===== config.mk =====
export PLATFORM = sky130hd
export DESIGN_NAME = dft_graph
export DESIGN_NICKNAME = d
export VERILOG_FILES = /design/src/rtl/dft_pkg.sv /design/src/rtl/dft_urgency.sv /design/src/rtl/dft_node.sv /design/src/rtl/dft_graph.sv
export SDC_FILE = /design/constraint.sdc
export NUM_CORES = 1
export LEC_CHECK = 0
export BUFFER_PORTS_ARGS = -buffer_cell sky130_fd_sc_hd__buf_2
export CORE_ASPECT_RATIO = 0.6
export CORE_UTILIZATION = 45
export DETAILED_ROUTE_END_ITERATION = 6
export GPL_ROUTABILITY_DRIVEN = 0
export PLACE_DENSITY = 0.74
export RECOVER_POWER = 100
export REMOVE_ABC_BUFFERS = 1
export SLEW_MARGIN = 20
export SYNTH_ARGS = -nofsm -noshare
export SYNTH_HDL_FRONTEND = slang
export SYNTH_SLANG_ARGS = --single-unit

===== constraint.sdc =====
create_clock -name clk -period 46.2 [get_ports clk]
set_input_delay 13.86 -clock clk [delete_from_list [all_inputs] [get_ports clk]]
set_output_delay 13.86 -clock clk [all_outputs]
set_load 0.02 [all_outputs]

===== src/rtl/dft_pkg.sv =====
package dft_pkg;

    typedef enum logic [1:0] {
        ST_WAIT  = 2'd0,
        ST_READY = 2'd1,
        ST_RUN   = 2'd2,
        ST_STOP  = 2'd3
    } task_state_e;

    typedef enum logic [1:0] {
        U_FABRIC = 2'd0,
        U_MASTER = 2'd1,
        U_SLAVE  = 2'd2
    } unit_e;

    // Two mapping flags select one of three execution units.
    function automatic unit_e unit_of(input logic hw, input logic sw);
        if (hw)
            return U_FABRIC;
        else if (sw)
            return U_MASTER;
        else
            return U_SLAVE;
    endfunction

endpackage


===== src/rtl/dft_urgency.sv =====
module dft_urgency #(
    parameter int            N    = 4,
    parameter int            TW   = 16,
    parameter logic [N*N-1:0] PRED = 16'h6110
) (
    input  logic [N-1:0]    map_hw,
    input  logic [N-1:0]    map_sw,
    input  logic [N*TW-1:0] times,
    output logic [N*TW-1:0] urgency
);
    import dft_pkg::*;

    logic [TW-1:0] raw_v [N];

    // Successors always carry a higher index, so a backward sweep
    // sees every successor's value before it is needed.
    always_comb begin
        logic [TW-1:0] contrib;
        for (int i = N - 1; i >= 0; i--) begin
            raw_v[i] = '0;
            for (int j = 0; j < N; j++) begin
                contrib = '0;
                if (j > i && PRED[j*N+i]) begin
                    if (unit_of(map_hw[j], map_sw[j]) != unit_of(map_hw[i], map_sw[i]))
                        contrib = times[j*TW +: TW];
                    else
                        contrib = raw_v[j];
                end
                if (contrib > raw_v[i])
                    raw_v[i] = contrib;
            end
        end
    end

    for (genvar g = 0; g < N; g++) begin : g_out
        assign urgency[g*TW +: TW] = map_hw[g] ? '0 : raw_v[g];
    end

endmodule


===== src/rtl/dft_node.sv =====
module dft_node #(
    parameter int TW = 16
) (
    input  logic          clk,
    input  logic          rst,
    input  logic          map_hw,
    input  logic          map_sw,
    input  logic [TW-1:0] exec_time,
    input  logic          deps_ok,
    input  logic [TW-1:0] asap,
    input  logic          grant,
    input  logic          master_busy,
    input  logic          slave_busy,
    output logic          done,
    output logic [TW-1:0] finish,
    output logic [1:0]    state
);
    import dft_pkg::*;

    typedef struct packed {
        logic          done;
        logic [TW-1:0] start;
    } node_s;

    node_s         node_q, node_d;
    unit_e         unit_w;
    logic          idle_w;
    logic          cpu_free_w;
    logic          self_fire_w;
    logic          fire_w;
    task_state_e   state_w;

    always_comb begin
        unit_w      = unit_of(map_hw, map_sw);
        idle_w      = (exec_time == '0);
        cpu_free_w  = (unit_w == U_MASTER) ? !master_busy :
                      (unit_w == U_SLAVE)  ? !slave_busy  : 1'b1;
        self_fire_w = (unit_w == U_FABRIC) || idle_w;
        fire_w      = !node_q.done && deps_ok &&
                      (self_fire_w || (grant && cpu_free_w));

        node_d = node_q;
        if (fire_w) begin
            node_d.done  = 1'b1;
            node_d.start = asap;
        end

        if (node_q.done)
            state_w = ST_STOP;
        else if (!deps_ok)
            state_w = ST_WAIT;
        else if (self_fire_w || cpu_free_w)
            state_w = ST_RUN;
        else
            state_w = ST_READY;
    end

    always_ff @(posedge clk) begin
        if (rst)
            node_q <= '0;
        else
            node_q <= node_d;
    end

    assign done   = node_q.done;
    assign finish = node_q.start + exec_time;
    assign state  = state_w;

endmodule


===== src/rtl/dft_graph.sv =====
module dft_graph #(
    parameter int             N    = 4,
    parameter int             TW   = 16,
    // bit (succ*N + pred) set means task succ depends on task pred;
    // predecessors must carry lower indices than their successors
    parameter logic [N*N-1:0] PRED = 16'h6110
) (
    input  logic            clk,
    input  logic            rst,
    input  logic [N-1:0]    task_hw,
    input  logic [N-1:0]    task_sw,
    input  logic [N*TW-1:0] task_time,
    input  logic [N-1:0]    task_grant,
    input  logic            master_busy,
    input  logic            slave_busy,
    output logic [2*N-1:0]  task_state,
    output logic [N*TW-1:0] task_asap,
    output logic [N*TW-1:0] task_urgency,
    output logic [N*TW-1:0] task_finish,
    output logic [N-1:0]    task_done,
    output logic            all_done,
    output logic [TW-1:0]   total_time
);

    logic [N-1:0]  deps_ok_w;
    logic [TW-1:0] asap_w [N];
    logic [TW-1:0] fin_w  [N];
    logic [N-1:0]  done_w;

    always_comb begin
        for (int i = 0; i < N; i++) begin
            deps_ok_w[i] = 1'b1;
            asap_w[i]    = '0;
            for (int j = 0; j < N; j++) begin
                if (PRED[i*N+j]) begin
                    if (!done_w[j])
                        deps_ok_w[i] = 1'b0;
                    if (fin_w[j] > asap_w[i])
                        asap_w[i] = fin_w[j];
                end
            end
        end
    end

    for (genvar g = 0; g < N; g++) begin : g_node
        dft_node #(.TW(TW)) u_node (
            .clk        (clk),
            .rst        (rst),
            .map_hw     (task_hw[g]),
            .map_sw     (task_sw[g]),
            .exec_time  (task_time[g*TW +: TW]),
            .deps_ok    (deps_ok_w[g]),
            .asap       (asap_w[g]),
            .grant      (task_grant[g]),
            .master_busy(master_busy),
            .slave_busy (slave_busy),
            .done       (done_w[g]),
            .finish     (fin_w[g]),
            .state      (task_state[2*g +: 2])
        );
        assign task_asap[g*TW +: TW]   = asap_w[g];
        assign task_finish[g*TW +: TW] = fin_w[g];
    end

    dft_urgency #(.N(N), .TW(TW), .PRED(PRED)) u_urg (
        .map_hw (task_hw),
        .map_sw (task_sw),
        .times  (task_time),
        .urgency(task_urgency)
    );

    always_comb begin
        total_time = '0;
        for (int i = 0; i < N; i++) begin
            if (done_w[i] && fin_w[i] > total_time)
                total_time = fin_w[i];
        end
    end

    assign task_done = done_w;
    assign all_done  = &done_w;

endmodule


== Word level (Yosys, flattened, before mapping) ==
Cells that the tools add are included.
Word-level totals
  flip-flop bits (word level): 52
  latch bits: 0
  bits in writable memories: 0
  bits in read-only memories: 0
  memories: 0
Operators by class
  add/subtract/negate cells: 3
  multiply operators: 0
  div/mod/pow operators: 0
  order comparisons: 11
  equality and inequality tests: 12
  shift-type cells: 0
  muxes and demuxes: 49
  bitwise operators: 0
  reductions and logical operators: 42
Operator list (number)
  16-bit two-way mux: 19
  16-bit by 1-bit > comparator with 1-bit output, second input constant: 5
  16-bit > comparator: 5
  16-bit zero test: 4
  16-bit adder: 3
  2-bit two-way mux: 19
  1-bit by 16-bit > comparator with 1-bit output, first input constant: 1
  1-bit logical AND: 15
  1-bit logical OR: 12
  1-bit two-way mux: 11
  2-bit by 1-bit == test with 1-bit output, second input constant: 4
  2-bit == test, second input constant: 4
  2-bit zero test: 4
  2-bit inequality test: 4
  1-bit zero test: 6
  4-bit AND reduction: 1

== Depth between registers and ports, before layout ==
  depth in word-level cells: 14
  depth in mapped cells: 46
  gate-level depth less buffers: 43

== Cells and area by module ==
From an unflattened synthesis, not the netlist that was laid out.
Second synthesis, totals
  cells, all modules: 1258
  area, all modules: 10105.9 um^2
By module, submodules not included
  dft_node at g_node[0].u_node ...: instances 3, cells an instance 169, area an instance 1452.6 um^2
  dft_graph: instances 1, cells an instance 373, area an instance 2670.1 um^2
  dft_urgency: instances 1, cells an instance 207, area an instance 1610.3 um^2
  dft_node at g_node[3].u_node: instances 1, cells an instance 171, area an instance 1467.7 um^2

== Worst setup path after synthesis ==
Ideal clock, no wire load.
  kind: input-to-output
  start point: in task_time[24]
  end point: out total_time[10]
  arrival time: 22.362 ns
  data required time: 32.340 ns
  path slack: 9.978 ns
  cell stages on the path: 43
  path through: ha_1 -> a21oi_1 -> o21ai_0 -> a21oi_1 -> a21oi_1 -> o21ai_0 -> a21oi_1 -> a311oi_1 -> ha_1 -> nand3_1 -> nor2_1 -> o21ai_0 -> nor4_1 -> o32ai_2 -> a221oi_4 -> clkbuf_1 -> buf_2 -> a21o_1 -> [... 7 more ...] -> nand2_1 -> mux2i_1 -> o211a_1 -> buf_2 -> buf_4 -> mux2i_1 -> ha_1 -> o21a_1 -> o21ai_0 -> nand2b_1 -> a21oi_1 -> o21ai_0 -> a221o_1 -> a21o_1 -> a21oi_1 -> nor2_1 -> clkbuf_1 -> mux2i_1
On the way
  word-level cells in the longest chain between the ends: 10
RTL lines
  from (decl): RTL line dft_graph.sv:12  | input logic [N*TW-1:0] task_time,
  16-bit adder *: RTL line dft_node.sv:66  | assign finish = node_q.start + exec_time;
  named net task_finish[31]: RTL line dft_graph.sv:19  | output logic [N*TW-1:0] task_finish,
  16-bit > comparator: RTL line dft_graph.sv:75  | if (done_w[i] && fin_w[i] > total_time)
  1-bit logical AND: RTL line dft_graph.sv:75
  16-bit two-way mux *: RTL line dft_graph.sv:75
  16-bit > comparator: RTL line dft_graph.sv:75
  1-bit logical AND: RTL line dft_graph.sv:75
  16-bit two-way mux *: RTL line dft_graph.sv:75
  16-bit > comparator: RTL line dft_graph.sv:75
  1-bit logical AND: RTL line dft_graph.sv:75
  16-bit two-way mux *: RTL line dft_graph.sv:75
  to (decl): RTL line dft_graph.sv:22  | output logic [TW-1:0] total_time
Mark *: on every way through the listed nets, which the timed path passes. The rest lies on a longest branch.

== Final worst setup path ==
  start point: in task_time[24]
  end point: out total_time[12]
On the way
  word-level cells in the longest chain between the ends: 10
RTL lines (RTL line)
  16-bit adder *: dft_node.sv:66
  16-bit > comparator: dft_graph.sv:75
  1-bit logical AND: dft_graph.sv:75
  16-bit two-way mux *: dft_graph.sv:75
  16-bit > comparator: dft_graph.sv:75
  1-bit logical AND: dft_graph.sv:75
  16-bit two-way mux *: dft_graph.sv:75
  16-bit > comparator: dft_graph.sv:75
  1-bit logical AND: dft_graph.sv:75
  16-bit two-way mux *: dft_graph.sv:75
Mark *: on every way between the ends. The rest lies on a longest branch, timed or not.

==> reports/qor.json <==
{
  "layout": {
    "insertedDiodeCount": 0,
    "layout.cells.most_common": "sky130_fd_sc_hd__clkbuf_1",
    "nets": 1457,
    "share_of_layout_cells_above_drive_strength_1": 0.1053,
    "fill_cells": 1783,
    "mostFrequentLayoutCells": "169 x sky130_fd_sc_hd__clkbuf_1, 122 x sky130_fd_sc_hd__ha_1, 115 x sky130_fd_sc_hd__nor2_1",
    "area_growth_syn_to_layout_pct": 12.60,
    "final_core_util": 0.5277
  },
  "sta": {
    "maxClockFrequency_mhz": 24.97,
    "final_hold_viol_count": 0,
    "clock-skew-final_ns": 0.01019,
    "unrepaired_setup_endpoints_after_global_routing": "no",
    "worst_slew_pin_slew_ns": 1.682,
    "setup_slack_ns": 6.156,
    "totalNegativeSetupSlack_ns": 0,
    "max_slew_margin": -0.1255,
    "setup_viol_count_final": 0,
    "slew_viol_final": 31,
    "finalCriticalPeriod_ns": 40.04,
    "final.period_utilization": 0.8668
  },
  "logic_synthesis": {
    "ys_seq_area_frac": 0.1269,
    "synth-edff-count": 0,
    "ys_dominant_reg_cell": "sky130_fd_sc_hd__dfxtp_1",
    "postSynthRegisterBits": 52,
    "average_instance_area_after_synthesis_sq_um": 7.774,
    "netlist_area_before_placement_sq_um": 8202,
    "synth_cell_types": 64,
    "ys_warn_count": 0,
    "post_synth_inst_count": 1055,
    "async_flop_share": 0
  },
  "placement": {
    "dp_worst_setup_slack_ns": 8.663,
    "hpwlAfterDp_mm": 25.24,
    "io_buffers": 268
  },
  "route": {
    "finalWirelength_mm": 30.41,
    "antenna_left": 0,
    "detail_route.iter0.violations": 894,
    "post-route-drc-count": 0,
    "detail_route.first_pass.iterations": 7,
    "avgViaCountPerCell": 5.806,
    "via_count": 8633,
    "drt-wirelength-per-cell_microns": 20.45
  },
  "clock_tree": {
    "clk_pin_slew_ns": 0.08,
    "post-cts-setup-buffer-count": 0,
    "cts-resized-gates": 0,
    "cts_hold_buf": 0,
    "cts_max_path_buffers": 2,
    "ctsRootBufferMaster": "sky130_fd_sc_hd__clkbuf_16",
    "tritoncts_clock_tree": "built",
    "insertion_delay_ns": 0.31,
    "ctsHtreeMaxLevel": 2,
    "cts_num_sinks": 52,
    "cts_made_buffers": 5
  },
  "floorplanning": {
    "die-area_sq_um": 18790,
    "ios": 301,
    "placementRows": 37,
    "initial_utilization": 0.4687,
    "floorplan.core_area_sq_um": 17500,
    "dieHeight_microns": 106.6,
    "die-width_microns": 176.3
  },
  "setup_path": {
    "start_kind": "input port",
    "reg2reg_from": "g_node[2].u_node.node_q[0]",
    "critPathMostFrequentCell": "sky130_fd_sc_hd__a21oi_1",
    "worstSetupPathType": "in -> out",
    "crit_path_top_delay_cell": "sky130_fd_sc_hd__a221oi_1",
    "worst_path_largest_cell_delay_ns": 1.31,
    "capture_point_of_the_worst_reg_to_reg_path": "g_node[3].u_node.node_q[14]",
    "worst-endpoint-arrival_ns": 26.18,
    "timing.reg2reg.setup_slack_ns": 40.52,
    "worstSetupEndpointType": "output port",
    "worstPathRequired_ns": 32.34,
    "worst-r2r-cell-count": 19,
    "path_max_fanout": 21
  },
  "global_route": {
    "grt_remaining_overflow": 0,
    "antenna_violations_before_repair": 0,
    "first_pass_grt_wire_length_mm": 44.93,
    "global_route_usage_over_all_layers": 0.3131,
    "first_global_vias": 7694,
    "grt_max_degree": 53
  },
  "hold_path": {
    "worst_hold_path.num_cells": 2,
    "min-delay-path-class": "reg -> reg",
    "min_to": "g_node[3].u_node.node_q[12]",
    "timing.hold.worst.start": "g_node[3].u_node.node_q[12]"
  },
  "pwr": {
    "worst_ir_drop_vdd_mv": 0.01563,
    "static-leakage-power_nw": 4.344,
    "design_power_total_mw": 0.2675,
    "powerDensity_nw_per_um2": 28.96
  },
  "job": {
    "maximum_capacitance_violations": 1
  },
  "status": {
    "failed_checks": "max-capacitance violations, max-slew violations",
    "run_status": "finished with violations"
  }
}
[through the flow]
step / instances / hold slack [ns] / area, sq um
after floorplan: 967 / 0.4481 / 7606
after global placement: 1478 / 0.4657 / 9329
after detailed placement: 1479 / 0.4742 / 9350
final: 1487 / 0.4873 / 9235
after global routing: 1487 / 0.5256 / 9235
after CTS: 1487 / 0.4856 / 9497
[sequential cells by signal (all words and copies together) (netlist names)]
signal and flops:
g_node.u_node.node_q 48, g_node.u_node.done 4
[kinds of logic after synthesis]
kind of cell | count (synthesis) | share of synthesized area
fa+ha+maj | 125 | 0.1934
xor+xnor | 44 | 0.04882
simple gates | 301 | 0.1773
other cells | 1 | 0.0004572
mux | 100 | 0.1263
flops | 52 | 0.1269
compound gates | 243 | 0.2079
buf+inv | 189 | 0.1188
[how the worst max path moves through the flow]
stage / end / depth (start not counted) / start
final: total_time[12] / 42 / task_time[24]
after global routing: total_time[12] / 43 / task_time[24]
after CTS: total_time[0] / 43 / task_time[19]
after detailed placement: total_time[0] / 43 / task_time[19]
after global placement: total_time[0] / 41 / task_time[24]
after floorplan: total_time[10] / 39 / task_time[24]
[synthesized netlist by cell type, types with 17 or more instances]
master	count	area share
sky130_fd_sc_hd__ha_1	122	0.19
sky130_fd_sc_hd__buf_4	70	0.064
sky130_fd_sc_hd__a211oi_1	18	0.016
sky130_fd_sc_hd__o21ai_0	25	0.015
sky130_fd_sc_hd__a21o_1	44	0.040
sky130_fd_sc_hd__inv_1	70	0.032
sky130_fd_sc_hd__mux2_2	17	0.023
sky130_fd_sc_hd__a22oi_1	17	0.016
sky130_fd_sc_hd__and2_1	37	0.028
sky130_fd_sc_hd__clkbuf_1	44	0.020
sky130_fd_sc_hd__mux2i_1	78	0.095
sky130_fd_sc_hd__nor2_1	115	0.053
sky130_fd_sc_hd__xnor2_1	29	0.031
sky130_fd_sc_hd__o21a_1	17	0.016
sky130_fd_sc_hd__a21oi_1	54	0.033
sky130_fd_sc_hd__dfxtp_1	52	0.13
sky130_fd_sc_hd__nand2_1	51	0.023
sky130_fd_sc_hd__nor4_1	19	0.014
[power breakdown]
| group | leakage [nW] | total (mW) | switching (mW) | internal [mW] |
|---|---|---|---|---|
| Combinational | 3.85 | 0.178 | 0.118 | 0.0601 |
| Clock | 0.0702 | 0.0405 | 0.0202 | 0.0203 |
| Sequential | 0.423 | 0.0490 | 0.00208 | 0.0470 |
| Total | 4.34 | 0.267 | 0.140 | 0.127 |
[critical path: cells and delay by family]
family          cells  cell delay, ns
fa+ha+maj           4            1.15
mux                 3            0.96
buf+inv             4            1.23
compound gates     20            5.97
simple gates       11            2.99
[per-layer routing]
layer,vias up,GRT usage,part of all wire,routed length [microns]
li1,4055,-,-,-
met1,4030,0.4525,0.46,14080
met2,516,0.4691,0.41,12420
met3,32,0.08369,0.12,3533
met4,0,0.04037,0.012,378
met5,-,0,0,0
[area by class of cell]
class	instances	area [sq um]	area share
Multi-Input combinational cell	845	6300	0.6822
Timing Repair Buffer	278	1192	0.1291
Sequential cell	52	1041	0.1127
Tap cell	234	292.8	0.03170
Inverter	70	262.8	0.02845
Clock buffer	5	125.1	0.01355
Clock inverter	3	21.27	0.002303
(Power assumes the default switching activity.)
